## config.mk

```make
export PLATFORM = sky130hd
export DESIGN_NAME = ser_tx_comp
export DESIGN_NICKNAME = d
export VERILOG_FILES = /design/src/rtl/ser_tx_pkg.sv /design/src/rtl/ser_tx_regs.sv /design/src/rtl/ser_tx_compand.sv /design/src/rtl/ser_tx_shifter.sv /design/src/rtl/ser_tx_comp.sv
export SDC_FILE = /design/constraint.sdc
export NUM_CORES = 1
export LEC_CHECK = 0
export ABC_AREA = 0
export CELL_PAD_IN_SITES_DETAIL_PLACEMENT = 0
export CELL_PAD_IN_SITES_GLOBAL_PLACEMENT = 1
export CORE_MARGIN = 4
export CORE_UTILIZATION = 45
export DETAILED_ROUTE_END_ITERATION = 16
export HOLD_SLACK_MARGIN = 0.15
export PLACE_DENSITY = 0.78
export SYNTH_ARGS = -nofsm -noshare
export SYNTH_HDL_FRONTEND = slang
export SYNTH_SLANG_ARGS = --single-unit
```

## constraint.sdc

```tcl
create_clock -name clk_i -period 6.6 [get_ports clk_i]
set_clock_uncertainty 0.05 [all_clocks]
set_input_delay 1.32 -clock clk_i [delete_from_list [all_inputs] [get_ports clk_i]]
set_output_delay 1.32 -clock clk_i [all_outputs]
set_load 0.1 [all_outputs]
```

## src/rtl/ser_tx_pkg.sv

```systemverilog
package ser_tx_pkg;
  localparam int REG_W  = 16;
  localparam int WORD_W = 2 * REG_W;
  localparam int CNT_W  = $clog2(WORD_W);
  localparam int CODE_W = 8;

  typedef enum logic [1:0] {
    CMP_NONE0 = 2'b00,
    CMP_NONE1 = 2'b01,
    CMP_MU    = 2'b10,
    CMP_A     = 2'b11
  } cmp_mode_e;

  typedef enum logic [1:0] {
    ST_IDLE = 2'd0,
    ST_PH1  = 2'd1,
    ST_PH2  = 2'd2
  } tx_state_e;

  function automatic logic [CNT_W:0] len_bits(input logic [2:0] code);
    case (code)
      3'd0:    len_bits = (CNT_W+1)'(8);
      3'd1:    len_bits = (CNT_W+1)'(12);
      3'd2:    len_bits = (CNT_W+1)'(16);
      3'd3:    len_bits = (CNT_W+1)'(20);
      3'd4:    len_bits = (CNT_W+1)'(24);
      default: len_bits = (CNT_W+1)'(32);
    endcase
  endfunction
endpackage

```

## src/rtl/ser_tx_regs.sv

```systemverilog
module ser_tx_regs #(
  parameter int W = ser_tx_pkg::REG_W
) (
  input  logic         clk_i,
  input  logic         rst_ni,
  input  logic         wr_en_i,
  input  logic         wr_hi_i,
  input  logic [W-1:0] wr_data_i,
  output logic [W-1:0] lo_o,
  output logic [W-1:0] hi_o
);
  logic [W-1:0] regs_q [2];

  for (genvar g = 0; g < 2; g++) begin : g_reg
    always_ff @(posedge clk_i or negedge rst_ni) begin
      if (!rst_ni)                                   regs_q[g] <= '0;
      else if (wr_en_i && (wr_hi_i == 1'(g)))        regs_q[g] <= wr_data_i;
    end
  end

  assign lo_o = regs_q[0];
  assign hi_o = regs_q[1];
endmodule

```

## src/rtl/ser_tx_compand.sv

```systemverilog
module ser_tx_compand (
  input  logic [15:0] sample_i,
  input  logic        a_law_i,
  output logic [7:0]  code_o
);
  logic [13:0] s14, mag_u, bias_u;
  logic        neg_u, ovf_u;
  logic [2:0]  seg_u;
  logic [3:0]  man_u;
  logic [7:0]  code_u;

  // mu-law on a 14-bit sample
  always_comb begin
    s14   = sample_i[15:2];
    neg_u = s14[13];
    mag_u = neg_u ? (~s14 + 14'd1) : s14;
    if (mag_u > 14'd8159) mag_u = 14'd8159;
    bias_u = mag_u + 14'd33;
    ovf_u  = bias_u[13];
    seg_u  = 3'd0;
    for (int b = 6; b <= 12; b++) if (bias_u[b]) seg_u = 3'(b - 5);
    man_u  = 4'(bias_u >> ({1'b0, seg_u} + 4'd1));
    code_u = ovf_u ? 8'h7F : {1'b0, seg_u, man_u};
    code_u = code_u ^ (neg_u ? 8'h7F : 8'hFF);
  end

  logic [12:0] s13, mag_a;
  logic        neg_a;
  logic [2:0]  seg_a;
  logic [3:0]  man_a;
  logic [7:0]  code_a;

  // A-law on a 13-bit sample
  always_comb begin
    s13   = sample_i[15:3];
    neg_a = s13[12];
    mag_a = neg_a ? ~s13 : s13;
    seg_a = 3'd0;
    for (int b = 5; b <= 11; b++) if (mag_a[b]) seg_a = 3'(b - 4);
    man_a  = (seg_a < 3'd2) ? 4'(mag_a >> 1) : 4'(mag_a >> seg_a);
    code_a = {1'b0, seg_a, man_a} ^ (neg_a ? 8'h55 : 8'hD5);
  end

  assign code_o = a_law_i ? code_a : code_u;
endmodule

```

## src/rtl/ser_tx_shifter.sv

```systemverilog
module ser_tx_shifter
  import ser_tx_pkg::*;
#(
  parameter int SW = ser_tx_pkg::WORD_W,
  parameter int CW = ser_tx_pkg::CNT_W
) (
  input  logic          clk_i,
  input  logic          rst_ni,
  input  logic          tick_i,
  input  logic          fsync_i,
  input  logic          dual_i,
  input  logic [SW-1:0] ld_word_i,
  input  logic [CW:0]   ld_len_i,
  output logic          ph2_sel_o,
  output logic          ld_o,
  output logic          busy_o,
  output logic          sdo_o
);
  tx_state_e     state_q;
  logic [SW-1:0] sh_q;
  logic [CW-1:0] cnt_q;
  logic          last, to_ph2, fin, start;

  assign busy_o    = (state_q != ST_IDLE);
  assign last      = (cnt_q == '0);
  assign to_ph2    = tick_i && busy_o && last && (state_q == ST_PH1) && dual_i;
  assign fin       = tick_i && busy_o && last && !to_ph2;
  assign start     = tick_i && fsync_i && (!busy_o || fin);
  assign ld_o      = start || to_ph2;
  assign ph2_sel_o = to_ph2;
  assign sdo_o     = sh_q[SW-1];

  always_ff @(posedge clk_i or negedge rst_ni) begin
    if (!rst_ni) begin
      state_q <= ST_IDLE;
      sh_q    <= '0;
      cnt_q   <= '0;
    end else if (ld_o) begin
      state_q <= to_ph2 ? ST_PH2 : ST_PH1;
      sh_q    <= ld_word_i;
      cnt_q   <= CW'(ld_len_i - 1'b1);
    end else if (fin) begin
      state_q <= ST_IDLE;
      sh_q    <= '0;
      cnt_q   <= '0;
    end else if (tick_i && busy_o) begin
      sh_q    <= {sh_q[SW-2:0], 1'b0};
      cnt_q   <= cnt_q - 1'b1;
    end
  end
endmodule

```

## src/rtl/ser_tx_comp.sv

```systemverilog
module ser_tx_comp
  import ser_tx_pkg::*;
#(
  parameter int REG_WIDTH = ser_tx_pkg::REG_W
) (
  input  logic                 clk_i,
  input  logic                 rst_ni,
  input  logic                 wr_en_i,
  input  logic                 wr_hi_i,
  input  logic [REG_WIDTH-1:0] wr_data_i,
  input  logic [1:0]           comp_mode_i,
  input  logic                 dual_phase_i,
  input  logic [2:0]           ph1_len_i,
  input  logic [2:0]           ph2_len_i,
  input  logic                 sclk_en_i,
  input  logic                 fsync_i,
  output logic                 sdo_o,
  output logic                 rdy_o
);
  localparam int SW = 2 * REG_WIDTH;
  localparam int CW = $clog2(SW);

  logic [REG_WIDTH-1:0] lo_reg, hi_reg;
  logic [7:0]           cmp_code;
  logic                 ph2_sel, ld_pulse, busy;
  logic [CW:0]          len, ld_len;
  logic [SW-1:0]        lo_just, full_just, ld_word;
  logic                 cmp_on;

  ser_tx_regs #(.W(REG_WIDTH)) u_regs (
    .clk_i, .rst_ni, .wr_en_i, .wr_hi_i, .wr_data_i,
    .lo_o(lo_reg), .hi_o(hi_reg)
  );

  ser_tx_compand u_cmp (
    .sample_i(lo_reg[REG_WIDTH-1 -: 16]),
    .a_law_i (comp_mode_i[0]),
    .code_o  (cmp_code)
  );

  // load word: left-justified in the shift stage
  assign cmp_on    = comp_mode_i[1];
  assign len       = len_bits(ph2_sel ? ph2_len_i : ph1_len_i);
  assign lo_just   = {lo_reg, {REG_WIDTH{1'b0}}} << ((CW+1)'(REG_WIDTH) - len);
  assign full_just = {hi_reg, lo_reg} << ((CW+1)'(SW) - len);
  assign ld_word   = cmp_on ? {cmp_code, {(SW-8){1'b0}}}
                            : ((len <= (CW+1)'(REG_WIDTH)) ? lo_just : full_just);
  assign ld_len    = cmp_on ? (CW+1)'(8) : len;

  ser_tx_shifter #(.SW(SW), .CW(CW)) u_shift (
    .clk_i, .rst_ni,
    .tick_i   (sclk_en_i),
    .fsync_i,
    .dual_i   (dual_phase_i),
    .ld_word_i(ld_word),
    .ld_len_i (ld_len),
    .ph2_sel_o(ph2_sel),
    .ld_o     (ld_pulse),
    .busy_o   (busy),
    .sdo_o
  );

  // low write beats a same-edge load
  always_ff @(posedge clk_i or negedge rst_ni) begin
    if (!rst_ni)                   rdy_o <= 1'b1;
    else if (wr_en_i && !wr_hi_i)  rdy_o <= 1'b0;
    else if (ld_pulse)             rdy_o <= 1'b1;
  end
endmodule

```

## After elaboration in Yosys (flattened, before gate mapping)

Cells that the tools add are included.
Widths: inputs -> output; s select.

| storage, ports and cells | value |
|---|---|
| register bits after elaboration | 72 |
| input port bits | 31 |
| output and inout port bits | 2 |
| logic and storage cells | 89 |

| operators by class | value |
|---|---|
| add/sub/neg operators | 7 |
| magnitude comparators | 3 |
| equal/unequal tests | 5 |
| shift-type cells | 4 |
| mux-type cells | 38 |
| bitwise operators | 5 |
| reduce and logical (&&, ||, !) cells | 21 |

Operators with widths:

| operator | count |
|---|---|
| $mux 32 | 5 |
| $shl 32x6->32 | 2 |
| $pmux 6 s5 | 1 |
| $mux 14 | 2 |
| $mux 3 | 9 |
| $mux 8 | 3 |
| $mux 5 | 4 |
| $add 14x1->14 const B | 1 |
| $add 14x6->14 const B | 1 |
| $gt 14x13->1 const B | 1 |
| $mux 2 | 7 |
| $not 14->14 | 1 |
| $shr 14x4->4 | 1 |
| $mux 13 | 1 |
| $not 13->13 | 1 |
| $shr 13x3->4 | 1 |
| $logic_and 1x1->1 | 10 |
| $sub 5x1->5 const B | 2 |
| $xor 7x8->8 | 1 |
| $xor 8x8->8 | 1 |
| $mux 7 | 1 |
| $eq 3x2->1 const B | 2 |
| $le 6x5->1 const B | 1 |
| $reduce_bool 2->1 | 3 |
| other kinds (15) | 21 |

## Depth between registers and ports, before layout

Gate-level depths: netlist of run 1.

| logic depth | value |
|---|---|
| depth in word-level cells | 20 |
| depth in mapped cells | 20 |
| gate-level depth less buffers | 18 |

## Hierarchy

Synthesis of run 1 repeated with hierarchy kept, for this count alone.

| unflattened totals | value |
|---|---|
| cell total of the unflattened synthesis | 729 |
| area total of the unflattened synthesis | 6626.4 µm² |

By module, submodules not included:

| module | times used | cells each | area each (µm²) | seq. area each (µm²) |
|---|---|---|---|---|
| ser_tx_compand | 1 | 305 | 1969.4 | 0.0 |
| ser_tx_shifter | 1 | 171 | 1943.1 | 975.9 |
| ser_tx_comp | 1 | 184 | 1457.6 | 26.3 |
| ser_tx_regs | 1 | 69 | 1256.2 | 800.8 |

## Worst setup path before layout of run 1

Ideal clock, no wire load.

| timing | value |
|---|---|
| kind | register -> register |
| start point | reg u_regs.regs_q, in the netlist u_regs.lo_o[2] |
| end point | reg u_shift.sh_q[28] |
| library setup time | 77 ps |
| arrival time | 4589 ps |
| required time | 6473 ps |
| path slack | 1884 ps |
| stages on the path, launching flop included | 19 |
| buffers on the path | 1 |
| period minus slack after synthesis | 4716 ps |
| cells stage by stage | dfrtp_1 > buf_2 > inv_1 > ha_1 > or3b_2 > o21ai_0 > xnor2_1 > a2111oi_4 > a31oi_1 > o211ai_1 > ha_1 > nand3_1 > a21boi_0 > a221o_1 > a21o_1 > a211oi_4 > nand2_1 > a311o_1 > a21oi_1 |

| on the way | value |
|---|---|
| cells in the longest elaborated chain, start to end | 18 |
| elaborated cells on any way between the ends | 21 |
| classes of those cells | add/sub: 2; order compare: 1; shift: 2; mux: 14; bitwise: 2 |

RTL lines:

| what | RTL line | source |
|---|---|---|
| start: declaration | ser_tx_regs.sv:12 | `logic [W-1:0] regs_q [2];` |
| start signal: indexed assignment | ser_tx_regs.sv:17 | `else if (wr_en_i && (wr_hi_i == 1'(g))) regs_q[g] <= wr_data_i;` |
| $not 14->14 | ser_tx_compand.sv:16 | `mag_u = neg_u ? (~s14 + 14'd1) : s14;` |
| $add 14x1->14 | ser_tx_compand.sv:16 |  |
| $mux 14 | ser_tx_compand.sv:16 |  |
| $gt 14x13->1 | ser_tx_compand.sv:17 | `if (mag_u > 14'd8159) mag_u = 14'd8159;` |
| $mux 14 | ser_tx_compand.sv:17 |  |
| $add 14x6->14 | ser_tx_compand.sv:18 | `bias_u = mag_u + 14'd33;` |
| $mux 1 | ser_tx_compand.sv:21 | `for (int b = 6; b <= 12; b++) if (bias_u[b]) seg_u = 3'(b - 5);` |
| $mux 2 (2 in a row) | ser_tx_compand.sv:21 |  |
| $mux 3 (4 in a row) | ser_tx_compand.sv:21 |  |
| $mux 7 | ser_tx_compand.sv:23 | `code_u = ovf_u ? 8'h7F : {1'b0, seg_u, man_u};` |
| $xor 8x8->8 | ser_tx_compand.sv:24 | `code_u = code_u ^ (neg_u ? 8'h7F : 8'hFF);` |
| $mux 8 | ser_tx_compand.sv:44 | `assign code_o = a_law_i ? code_a : code_u;` |
| $mux 32 * | ser_tx_comp.sv:46 | `assign ld_word = cmp_on ? {cmp_code, {(SW-8){1'b0}}}` |
| $mux 32 * | ser_tx_shifter.sv:38 | `end else if (ld_o) begin` |
| end signal: assignment | ser_tx_shifter.sv:40 | `sh_q <= ld_word_i;` |
| end signal: assignment | ser_tx_shifter.sv:47 | `sh_q <= {sh_q[SW-2:0], 1'b0};` |
| end: declaration | ser_tx_shifter.sv:20 | `logic [SW-1:0] sh_q;` |

Mark *: on every way between the ends. The rest lies on a longest branch, timed or not.
A chain may end at the register's enable or synchronous reset.

## Worst setup path after layout of run 1

| timing | value |
|---|---|
| start point | reg u_regs.regs_q, in the netlist u_regs.lo_o[2] |
| end point | reg u_shift.sh_q[25] |

| on the way | value |
|---|---|
| cells in the longest elaborated chain, start to end | 20 |
| elaborated cells on any way between the ends | 23 |
| classes of those cells | add/sub: 3; order compare: 1; shift: 3; mux: 14; bitwise: 2 |

RTL lines:

| what | RTL line | source |
|---|---|---|
| $not 14->14 | ser_tx_compand.sv:16 |  |
| $add 14x1->14 | ser_tx_compand.sv:16 |  |
| $mux 14 | ser_tx_compand.sv:16 |  |
| $gt 14x13->1 | ser_tx_compand.sv:17 |  |
| $mux 14 | ser_tx_compand.sv:17 |  |
| $add 14x6->14 | ser_tx_compand.sv:18 |  |
| $mux 1 | ser_tx_compand.sv:21 |  |
| $mux 2 (2 in a row) | ser_tx_compand.sv:21 |  |
| $mux 3 (4 in a row) | ser_tx_compand.sv:21 |  |
| $add 3x1->4 | ser_tx_compand.sv:22 | `man_u = 4'(bias_u >> ({1'b0, seg_u} + 4'd1));` |
| $shr 14x4->4 | ser_tx_compand.sv:22 |  |
| $mux 7 | ser_tx_compand.sv:23 |  |
| $xor 8x8->8 | ser_tx_compand.sv:24 |  |
| $mux 8 | ser_tx_compand.sv:44 |  |
| $mux 32 * | ser_tx_comp.sv:46 |  |
| $mux 32 * | ser_tx_shifter.sv:38 |  |

Marked as above.

==> report_table.html, run 1 <==
<table>
<tr><th>Metric</th><th>Value</th></tr>
<tr><th colspan="2">Drt</th></tr>
<tr><td>Number of vias after detailed routing</td><td>approximately 5700</td></tr>
<tr><td>Antenna viol nets, final</td><td>0</td></tr>
<tr><td>DRT iter0 DRCs</td><td>about 480</td></tr>
<tr><td>DRT Pass-1 Iters</td><td>6</td></tr>
<tr><td>Number of vias per cell</td><td>between 6 and 7</td></tr>
<tr><td>Total wire length</td><td>approximately 18000 µm</td></tr>
<tr><td>DR WL/cell</td><td>19.9 µm</td></tr>
<tr><td>Count of unresolved DRC violations after routing</td><td>0</td></tr>
<tr><th colspan="2">Clock network</th></tr>
<tr><td>Clock edge transition at the registers on the reported setup and hold paths</td><td>around 0.06 ns</td></tr>
<tr><td>Post-CTS Setup Bufs</td><td>0</td></tr>
<tr><td>TritonCTS clock tree</td><td>done</td></tr>
<tr><td>Deepest level of the CTS H-tree</td><td>3</td></tr>
<tr><td>Count of cells resized by post-cts repair</td><td>0</td></tr>
<tr><td>Hold buffer count at cts</td><td>0</td></tr>
<tr><td>Maximum count of clock buffers along a single path</td><td>2</td></tr>
<tr><td>Clock insertion delay at the later pin of the skew report</td><td>0.34 ns</td></tr>
<tr><td>Root Driver</td><td>sky130_fd_sc_hd__clkbuf_16</td></tr>
<tr><td>Number of clock sinks seen by CTS</td><td>a little over 70</td></tr>
<tr><td>Total clock buffers created by CTS</td><td>9</td></tr>
<tr><th colspan="2">Timing</th></tr>
<tr><td>Setup Total Neg Slack</td><td>0 ns</td></tr>
<tr><td>Setup repair after global routing missed its margin</td><td>false</td></tr>
<tr><td>Headroom to the max-slew limit</td><td>between 15 and 20%</td></tr>
<tr><td>PnR worst setup slack</td><td>approximately 1.2 ns</td></tr>
<tr><td>Least-Margin Pin Slew</td><td>between 1 and 1.5 ns</td></tr>
<tr><td>Time the final worst path needs with I/O delays and setup</td><td>5.39 ns</td></tr>
<tr><td>Number of hold violations in the final report</td><td>0</td></tr>
<tr><td>Maximum clock frequency</td><td>186 MHz</td></tr>
<tr><td>Ratio of final minimum period to clock period</td><td>between 80 and 90%</td></tr>
<tr><td>Final setup violating endpoints</td><td>0</td></tr>
<tr><td>Final max-slew violation count</td><td>0</td></tr>
<tr><th colspan="2">Global routing</th></tr>
<tr><td>Antenna violations before repair</td><td>0</td></tr>
<tr><td>Via count of the first global-routing pass</td><td>~5300</td></tr>
<tr><td>Wire length of the first global-routing pass</td><td>between 20000 and 30000 µm</td></tr>
<tr><td>Remaining global-route overflow</td><td>0</td></tr>
<tr><td>Largest net degree at the start of global routing</td><td>73</td></tr>
<tr><td>GRT Util Overall</td><td>about 25%</td></tr>
<tr><th colspan="2">Synthesis</th></tr>
<tr><td>Nets in the synthesized netlist</td><td>750</td></tr>
<tr><td>Sequential share of the synthesized area</td><td>a little under a third</td></tr>
<tr><td>Cells after Synth</td><td>between 700 and 800</td></tr>
<tr><td>Post-synth top flop</td><td>sky130_fd_sc_hd__dfrtp_1</td></tr>
<tr><td>Top post-synthesis cells by count</td><td>sky130_fd_sc_hd__nand2_1, sky130_fd_sc_hd__dfrtp_1, sky130_fd_sc_hd__nor2_1</td></tr>
<tr><td>Dominant combinational cell family by area after synthesis</td><td>compound AO/OA/AOI/OAI gates</td></tr>
<tr><td>Cell area after synthesis</td><td>5840 µm²</td></tr>
<tr><td>Multiplexer fraction of the synthesized cell area</td><td>between 10% and 20%</td></tr>
<tr><td>Adder-cell share of the synthesized area</td><td>1.07%</td></tr>
<tr><td>Xor/xnor cell area share of the yosys netlist</td><td>under 10%</td></tr>
<tr><td>Number of flip-flops and latches in the synthesized netlist</td><td>approximately 70</td></tr>
<tr><td>Leading cell types by total area after synthesis</td><td>sky130_fd_sc_hd__dfrtp_1, sky130_fd_sc_hd__nand2_1, sky130_fd_sc_hd__mux2_2</td></tr>
<tr><td>EDFF count, synth</td><td>0</td></tr>
<tr><td>Share of the synthesized area in compound gates (AO/OA/AOI/OAI)</td><td>between 20% and 30%</td></tr>
<tr><td>Most numerous cell in the Yosys netlist</td><td>sky130_fd_sc_hd__nand2_1</td></tr>
<tr><td>Total of warnings raised by yosys</td><td>0</td></tr>
<tr><td>Post-Synthesis Mean Instance Area</td><td>slightly above 8 µm²</td></tr>
<tr><td>Share of flip-flops with an asynchronous set or reset after synthesis</td><td>100%</td></tr>
<tr><td>Top cell type by total area after synthesis</td><td>sky130_fd_sc_hd__dfrtp_1</td></tr>
<tr><td>Area share of the largest cell type after synthesis</td><td>around 30%</td></tr>
<tr><td>Unique cell type count in the Yosys netlist</td><td>just under 80</td></tr>
<tr><td>Post-synthesis share of cell area spent on and, or, nand and nor gates</td><td>20.9%</td></tr>
<tr><th colspan="2">Cells and area</th></tr>
<tr><td>Net total in the final layout</td><td>~760</td></tr>
<tr><td>Non-filler instance count after layout</td><td>around 900</td></tr>
<tr><td>P&amp;R area growth vs syn</td><td>12.3%</td></tr>
<tr><td>Layout cell share with drive strength beyond 1</td><td>11.6%</td></tr>
<tr><td>Antenna cell count</td><td>0</td></tr>
<tr><td>Number of fillers in the final layout</td><td>between 1000 and 1500</td></tr>
<tr><th colspan="2">Die</th></tr>
<tr><td>Num ports</td><td>33</td></tr>
<tr><td>Die H</td><td>between 100 and 150 µm</td></tr>
<tr><td>Placeable core region</td><td>between 10000 and 15000 µm²</td></tr>
<tr><td>Die extent in x</td><td>122 µm</td></tr>
<tr><td>Die footprint</td><td>14900 µm²</td></tr>
<tr><td>Placement row count</td><td>between 40 and 50</td></tr>
<tr><td>Starting density of the core</td><td>between 40% and 50%</td></tr>
<tr><th colspan="2">Worst setup path</th></tr>
<tr><td>Library cell contributing the largest single delay on the critical path</td><td>sky130_fd_sc_hd__or3b_2</td></tr>
<tr><td>Worst Setup Start Kind</td><td>flop</td></tr>
<tr><td>WP data arrival</td><td>roughly 5.6 ns</td></tr>
<tr><td>Required time reported for the critical path endpoint</td><td>6.76 ns</td></tr>
<tr><td>Slowest cell delay on critical path</td><td>roughly 0.55 ns</td></tr>
<tr><td>Worst setup path class</td><td>flop to flop</td></tr>
<tr><td>Critical path, cell by cell</td><td>inv_1 -&gt; ha_1 -&gt; or3b_2 -&gt; o21ai_0 -&gt; xnor2_1 -&gt; a2111oi_4 -&gt; a31oi_1 -&gt; o211ai_1 -&gt; ha_1 -&gt; nand3_1 -&gt; a21boi_0 -&gt; a221o_1 -&gt; nand2b_1 -&gt; a211oi_2 -&gt; o21ai_0 -&gt; o2111ai_1 -&gt; o31ai_1</td></tr>
<tr><td>Worst path buffer plus inverter count</td><td>1</td></tr>
<tr><td>Top fanout value on the critical path</td><td>10</td></tr>
<tr><td>Kind of end point of the critical path</td><td>flop</td></tr>
<tr><td>Family with the most delay on the worst path</td><td>compound AO/OA/AOI/OAI gates</td></tr>
<tr><th colspan="2">Placement</th></tr>
<tr><td>I/O Buffers</td><td>32</td></tr>
<tr><td>Pre-CTS setup slack</td><td>~1.3 ns</td></tr>
<tr><td>Total instance count after detailed placement</td><td>880</td></tr>
<tr><td>Last weighted congestion value of the routability-driven placer</td><td>about 0.9</td></tr>
<tr><td>Placed wire-length estimate after detailed placement</td><td>12800 µm</td></tr>
<tr><th colspan="2">Hold path</th></tr>
<tr><td>Min-delay worst type</td><td>flop to flop</td></tr>
<tr><th colspan="2">Power</th></tr>
<tr><td>Areal power density over the cells</td><td>between 300 and 400 nW/µm²</td></tr>
<tr><td>Maximum vdd drop</td><td>0.213 mV</td></tr>
<tr><td>Total leakage power</td><td>2.57 nW</td></tr>
<tr><th colspan="2">Outcome</th></tr>
<tr><td>Run status</td><td>finished, final reports clean</td></tr>
<tr><th colspan="2">Run</th></tr>
<tr><td>Total of max-cap violations</td><td>0</td></tr>
</table>
report_power, final:
part	switching [mW]	total, mW	internal, mW
registers	0.132	0.717	0.585
clock network	0.193	0.486	0.293
logic	0.610	0.993	0.383
total	0.935	2.20	1.26
per-stage QoR:
stage / utilization, % / hold slack [ns] / total power, mW / instance area, µm²
final: 51.7 / 0.407 / 2.20 / 6560
after global routing: 51.7 / 0.434 / 2.35 / 6560
after detailed placement: 49.4 / 0.404 / 1.70 / 6260
after CTS: 51.7 / 0.414 / 2.19 / 6560
after global placement: 49.4 / 0.402 / 1.68 / 6260
after floorplan: - / 0.400 / 1.43 / 5840
cell usage in the layout, fill, tap and decap left out, types with 8 or more instances in the layout:
cell type / Yosys / layout
sky130_fd_sc_hd__nand2_1: 105 / 105
sky130_fd_sc_hd__dfrtp_1: 71 / 71
sky130_fd_sc_hd__nor2_1: 68 / 68
sky130_fd_sc_hd__o21ai_0: 52 / 51
sky130_fd_sc_hd__a21oi_1: 51 / 51
sky130_fd_sc_hd__mux2_2: 32 / 32
sky130_fd_sc_hd__clkdlybuf4s50_1: 0 / 31
sky130_fd_sc_hd__mux2i_1: 25 / 24
sky130_fd_sc_hd__inv_1: 17 / 17
sky130_fd_sc_hd__nand3_1: 17 / 17
sky130_fd_sc_hd__xnor2_1: 13 / 13
sky130_fd_sc_hd__nand2b_1: 13 / 13
sky130_fd_sc_hd__and3_1: 12 / 12
sky130_fd_sc_hd__a221oi_1: 12 / 12
sky130_fd_sc_hd__a32oi_1: 11 / 11
sky130_fd_sc_hd__buf_4: 0 / 11
sky130_fd_sc_hd__clkbuf_16: 0 / 9
sky130_fd_sc_hd__a31oi_1: 8 / 8
sky130_fd_sc_hd__o221ai_1: 8 / 8
sky130_fd_sc_hd__a211oi_1: 8 / 8
registers in the layout (all words and copies together), names as in the netlist:
name / flops
u_regs.hi_o: 16
u_regs.lo_o: 16
u_shift.cnt_q: 5
u_shift.sh_q: 32
rdy_o: 1
u_shift.state_q: 2
worst min-delay path, stage by stage, from the launching register on:
cell                      delay, ns
sky130_fd_sc_hd__dfstp_2       0.36
sky130_fd_sc_hd__inv_1         0.04
sky130_fd_sc_hd__a21oi_1       0.05
cells by family after synthesis:
family                   count (synthesis)
flip-flops                              72
adder cells (fa/ha/maj)                  5
XOR/XNOR                                20
AO/OA/AOI/OAI                          230
AND/OR/NAND/NOR                        260
multiplexers                            61
buffers and inverters                   66
worst paths after layout:
check                           cells after the start            from  slack (ns)               end
worst min register to register                      2           rdy_o        0.41             rdy_o
min in group asynchronous                           1          rst_ni        1.05   u_regs.lo_o[15]
worst max-delay path                               17  u_regs.lo_o[2]        1.21  u_shift.sh_q[25]
worst max register to register                     17  u_regs.lo_o[2]        1.21  u_shift.sh_q[25]
max in group asynchronous                           1          rst_ni        4.79   u_shift.sh_q[1]
worst min-delay path                                2           rdy_o        0.41             rdy_o
final cells by class:
class / instances / area, µm² / share of cell area (%)
clock buffers: 11 / 233 / 3.55
clock inverters: 5 / 58.8 / 0.897
inverters: 18 / 67.6 / 1.03
multi-input cells: 576 / 3780 / 57.7
flip-flops and latches: 72 / 1800 / 27.5
well taps: 172 / 215 / 3.28
repair buffers: 42 / 393 / 5.99
per-layer routing:
| layer | vias to the layer above | track usage (%) | wire length [µm] |
|---|---|---|---|
| met4 | 0 | 10.3 | 605 |
| met5 | - | 0 | 0 |
| li1 | 2656 | - | - |
| met2 | 217 | 38.4 | 8140 |
| met1 | 2764 | 34.0 | 8080 |
| met3 | 43 | 4.87 | 1040 |
No activity file was read; power rests on OpenSTA's default activity.
==> inputs of run 2 (changes only) <==
clock period = 5.4 ns   (was 6.6 ns; I/O delays follow)
==> run 2 against run 1 <==
  * Global-route usage up 1.0 points
  * First-iteration DRC count increased by 60%
  * Sequential cell count unchanged
  * Clock power rose by 47%
  * Count of clock-buffer cells in the layout is 2 lower
  * Non-clock buffer count increased by 19
  * Combinational power is 29% higher
  * Maximum frequency up 5.7%
  * Sequential power is 18% higher
  * Hold slack better by 0.0023 ns
  * Critical path depth fell by 1
  * Critical endpoint is now u_shift.sh_q[26]
  * Largest cell class unchanged
==> report_table.html, run 2 (synthesis gave the netlist of run 1 again) <==
<table>
<tr><th>Metric</th><th>Value</th></tr>
<tr><th colspan="2">Cells and area</th></tr>
<tr><td>Final core occ</td><td>about 54%</td></tr>
<tr><td>Register with the most flip-flops</td><td>u_shift.sh_q</td></tr>
<tr><td>Flip-flop count of the largest register, all copies and words added</td><td>32</td></tr>
<tr><td>Layout cell share with drive strength beyond 1</td><td>14.5%</td></tr>
<tr><td>Reg area</td><td>1800 µm²</td></tr>
<tr><td>Net total in the final layout</td><td>774</td></tr>
<tr><td>Commonest cells after routing, fill and taps aside</td><td>sky130_fd_sc_hd__nand2_1, sky130_fd_sc_hd__dfrtp_1, sky130_fd_sc_hd__nor2_1</td></tr>
<tr><td>Leading cell type in the layout, fill and taps excluded</td><td>sky130_fd_sc_hd__nand2_1</td></tr>
<tr><td>Non-filler instance count after layout</td><td>around 920</td></tr>
<tr><td>Combined area of the multi-input logic cells</td><td>between 3000 and 4000 µm²</td></tr>
<tr><td>Number of fillers in the final layout</td><td>around 1200</td></tr>
<tr><td>Finished layout cell area</td><td>approximately 6800 µm²</td></tr>
<tr><td>Antenna cell count</td><td>0</td></tr>
<tr><td>P&amp;R area growth vs syn</td><td>16.1%</td></tr>
<tr><th colspan="2">Power</th></tr>
<tr><td>Maximum vdd drop</td><td>around 0.24 mV</td></tr>
<tr><td>Total chip power</td><td>around 2.8 mW</td></tr>
<tr><td>Areal power density over the cells</td><td>between 400 and 500 nW/µm²</td></tr>
<tr><td>Total leakage power</td><td>roughly 2.7 nW</td></tr>
<tr><th colspan="2">Worst setup path</th></tr>
<tr><td>Critical path, cell by cell</td><td>buf_4 -&gt; or4_4 -&gt; nor3_1 -&gt; or4b_4 -&gt; a2111oi_4 -&gt; a31oi_2 -&gt; o211ai_1 -&gt; ha_2 -&gt; nand3_1 -&gt; a21boi_0 -&gt; a221o_1 -&gt; a21o_1 -&gt; a211oi_4 -&gt; mux2i_1 -&gt; a211oi_1 -&gt; o21ai_1</td></tr>
<tr><td>R2R setup slack</td><td>~0.3 ns</td></tr>
<tr><td>Startpoint of the most critical register-to-register path</td><td>u_regs.lo_o[3]</td></tr>
<tr><td>Required time reported for the critical path endpoint</td><td>5.56 ns</td></tr>
<tr><td>Kind of end point of the critical path</td><td>flop</td></tr>
<tr><td>Reg-to-reg critical path endpoint</td><td>u_shift.sh_q[26]</td></tr>
<tr><td>Library cell contributing the largest single delay on the critical path</td><td>sky130_fd_sc_hd__or4_4</td></tr>
<tr><td>Slowest cell delay on critical path</td><td>slightly below 0.6 ns</td></tr>
<tr><td>WP data arrival</td><td>between 5 and 6 ns</td></tr>
<tr><td>Worst Setup Start Kind</td><td>flop</td></tr>
<tr><td>Length in cells of the worst reg-to-reg path</td><td>16</td></tr>
<tr><td>Family with the most delay on the worst path</td><td>compound AO/OA/AOI/OAI gates</td></tr>
<tr><td>Worst setup path class</td><td>flop to flop</td></tr>
<tr><td>Worst path buffer plus inverter count</td><td>1</td></tr>
<tr><td>Top fanout value on the critical path</td><td>8</td></tr>
<tr><th colspan="2">Placement</th></tr>
<tr><td>Placement Cell Area</td><td>between 6000 and 7000 µm²</td></tr>
<tr><td>Pre-CTS setup slack</td><td>between 0.15 and 0.2 ns</td></tr>
<tr><td>Total instance count after detailed placement</td><td>around 900</td></tr>
<tr><td>I/O Buffers</td><td>32</td></tr>
<tr><td>Placed wire-length estimate after detailed placement</td><td>between 10000 and 15000 µm</td></tr>
<tr><td>Last weighted congestion value of the routability-driven placer</td><td>around 0.9</td></tr>
<tr><th colspan="2">Die</th></tr>
<tr><td>Num ports</td><td>33</td></tr>
<tr><td>Die H</td><td>approximately 120 µm</td></tr>
<tr><td>Die footprint</td><td>approximately 15000 µm²</td></tr>
<tr><td>Placeable core region</td><td>roughly 13000 µm²</td></tr>
<tr><td>Die extent in x</td><td>approximately 120 µm</td></tr>
<tr><td>Placement row count</td><td>about 40</td></tr>
<tr><td>Starting density of the core</td><td>46.1%</td></tr>
<tr><th colspan="2">Timing</th></tr>
<tr><td>Final max-slew violation count</td><td>0</td></tr>
<tr><td>Final setup violating endpoints</td><td>0</td></tr>
<tr><td>Maximum clock frequency</td><td>slightly below 200 MHz</td></tr>
<tr><td>Time the final worst path needs with I/O delays and setup</td><td>~5 ns</td></tr>
<tr><td>Headroom to the max-slew limit</td><td>a little under a third</td></tr>
<tr><td>Least-Margin Pin Slew</td><td>1.04 ns</td></tr>
<tr><td>Ratio of final minimum period to clock period</td><td>between 90 and 100%</td></tr>
<tr><td>Number of hold violations in the final report</td><td>0</td></tr>
<tr><td>PnR worst setup slack</td><td>~0.3 ns</td></tr>
<tr><th colspan="2">Global routing</th></tr>
<tr><td>Wire length of the first global-routing pass</td><td>roughly 30000 µm</td></tr>
<tr><td>Remaining global-route overflow</td><td>0</td></tr>
<tr><td>Via count of the first global-routing pass</td><td>5611</td></tr>
<tr><td>Largest net degree at the start of global routing</td><td>73</td></tr>
<tr><td>GRT Util Overall</td><td>between 20% and 30%</td></tr>
<tr><td>Antenna violations before repair</td><td>0</td></tr>
<tr><th colspan="2">Hold path</th></tr>
<tr><td>Min-delay worst type</td><td>flop to flop</td></tr>
<tr><td>Destination of the worst hold path</td><td>rdy_o</td></tr>
<tr><td>Worst hold start</td><td>rdy_o</td></tr>
<tr><td>Hold Path Stages</td><td>2</td></tr>
<tr><th colspan="2">Drt</th></tr>
<tr><td>DR WL/cell</td><td>about 20 µm</td></tr>
<tr><td>Total wire length</td><td>about 18000 µm</td></tr>
<tr><td>DRT iter0 DRCs</td><td>about 760</td></tr>
<tr><td>Number of vias after detailed routing</td><td>around 5700</td></tr>
<tr><td>DRT Pass-1 Iters</td><td>5</td></tr>
<tr><td>Number of vias per cell</td><td>slightly above 6</td></tr>
<tr><td>Count of unresolved DRC violations after routing</td><td>0</td></tr>
<tr><td>Antenna viol nets, final</td><td>0</td></tr>
<tr><th colspan="2">Clock network</th></tr>
<tr><td>Number of clock sinks seen by CTS</td><td>72</td></tr>
<tr><td>TritonCTS clock tree</td><td>done</td></tr>
<tr><td>Root Driver</td><td>sky130_fd_sc_hd__clkbuf_16</td></tr>
<tr><td>Total clock buffers created by CTS</td><td>9</td></tr>
<tr><td>Clock insertion delay at the later pin of the skew report</td><td>between 0.3 and 0.4 ns</td></tr>
<tr><td>Clock edge transition at the registers on the reported setup and hold paths</td><td>0.06 ns</td></tr>
<tr><td>Maximum count of clock buffers along a single path</td><td>2</td></tr>
<tr><td>Deepest level of the CTS H-tree</td><td>3</td></tr>
<tr><th colspan="2">Outcome</th></tr>
<tr><td>Run status</td><td>finished, final reports clean</td></tr>
<tr><th colspan="2">Run</th></tr>
<tr><td>Total of max-cap violations</td><td>0</td></tr>
</table>
[run 2: repair_timing]
action,CTS,global route
resized for setup,0,5
setup endpoints to repair,0,6
hold buffers,0,0
buffers inserted,0,1
endpoints found under the hold margin,0,0
[run 2: worst max path at each step]
stage,from,endpoint,slack (ns),depth (start not counted)
final,u_regs.lo_o[3],u_shift.sh_q[26],0.30,16
after global routing,u_regs.lo_o[2],u_shift.sh_q[26],-0.07,17
after CTS,u_regs.lo_o[2],u_shift.sh_q[26],0.17,17
after detailed placement,u_regs.lo_o[2],u_shift.sh_q[26],0.20,17
after global placement,u_regs.lo_o[2],u_shift.sh_q[25],0.40,17
after floorplan,u_regs.lo_o[2],u_shift.sh_q[28],0.68,18
[run 2: stage by stage]
step,setup TNS (ns),hold WS (ns)
final,0,0.410
after global routing,-0.118,0.447
after CTS,0,0.414
after detailed placement,0,0.404
after global placement,0,0.402
after floorplan,0,0.400
[run 2: worst min-delay path, delay by kind of cell (launching register included)]
kind	cells	cell delay, ns
compound gates	1	0.05
buf+inv	1	0.04
flops	1	0.37
[run 2: report_power, final]
part	switching (mW)	internal [mW]	leakage (nW)
Sequential	0.133	0.715	0.855
Combinational	0.783	0.492	1.68
Clock	0.254	0.458	0.172
[run 2: per-layer routing]
metal | track usage [%] | part of all wire [%] | wire (µm) | vias to the layer above
met4 | 9.45 | 2.6 | 471 | 0
met2 | 40.7 | 47 | 8690 | 201
met1 | 35.0 | 44 | 8190 | 2769
met3 | 5.48 | 5.8 | 1070 | 32
met5 | 0 | 0 | 0 | -
li1 | - | - | - | 2691
[run 2: final cells by class]
cell class	instances	area share, %
Timing Repair Buffer	61	7.90
Sequential cell	72	26.6
Inverter	18	0.996
Clock inverter	7	1.88
Multi-Input combinational cell	576	56.1
Clock buffer	9	3.32
Tap cell	172	3.17
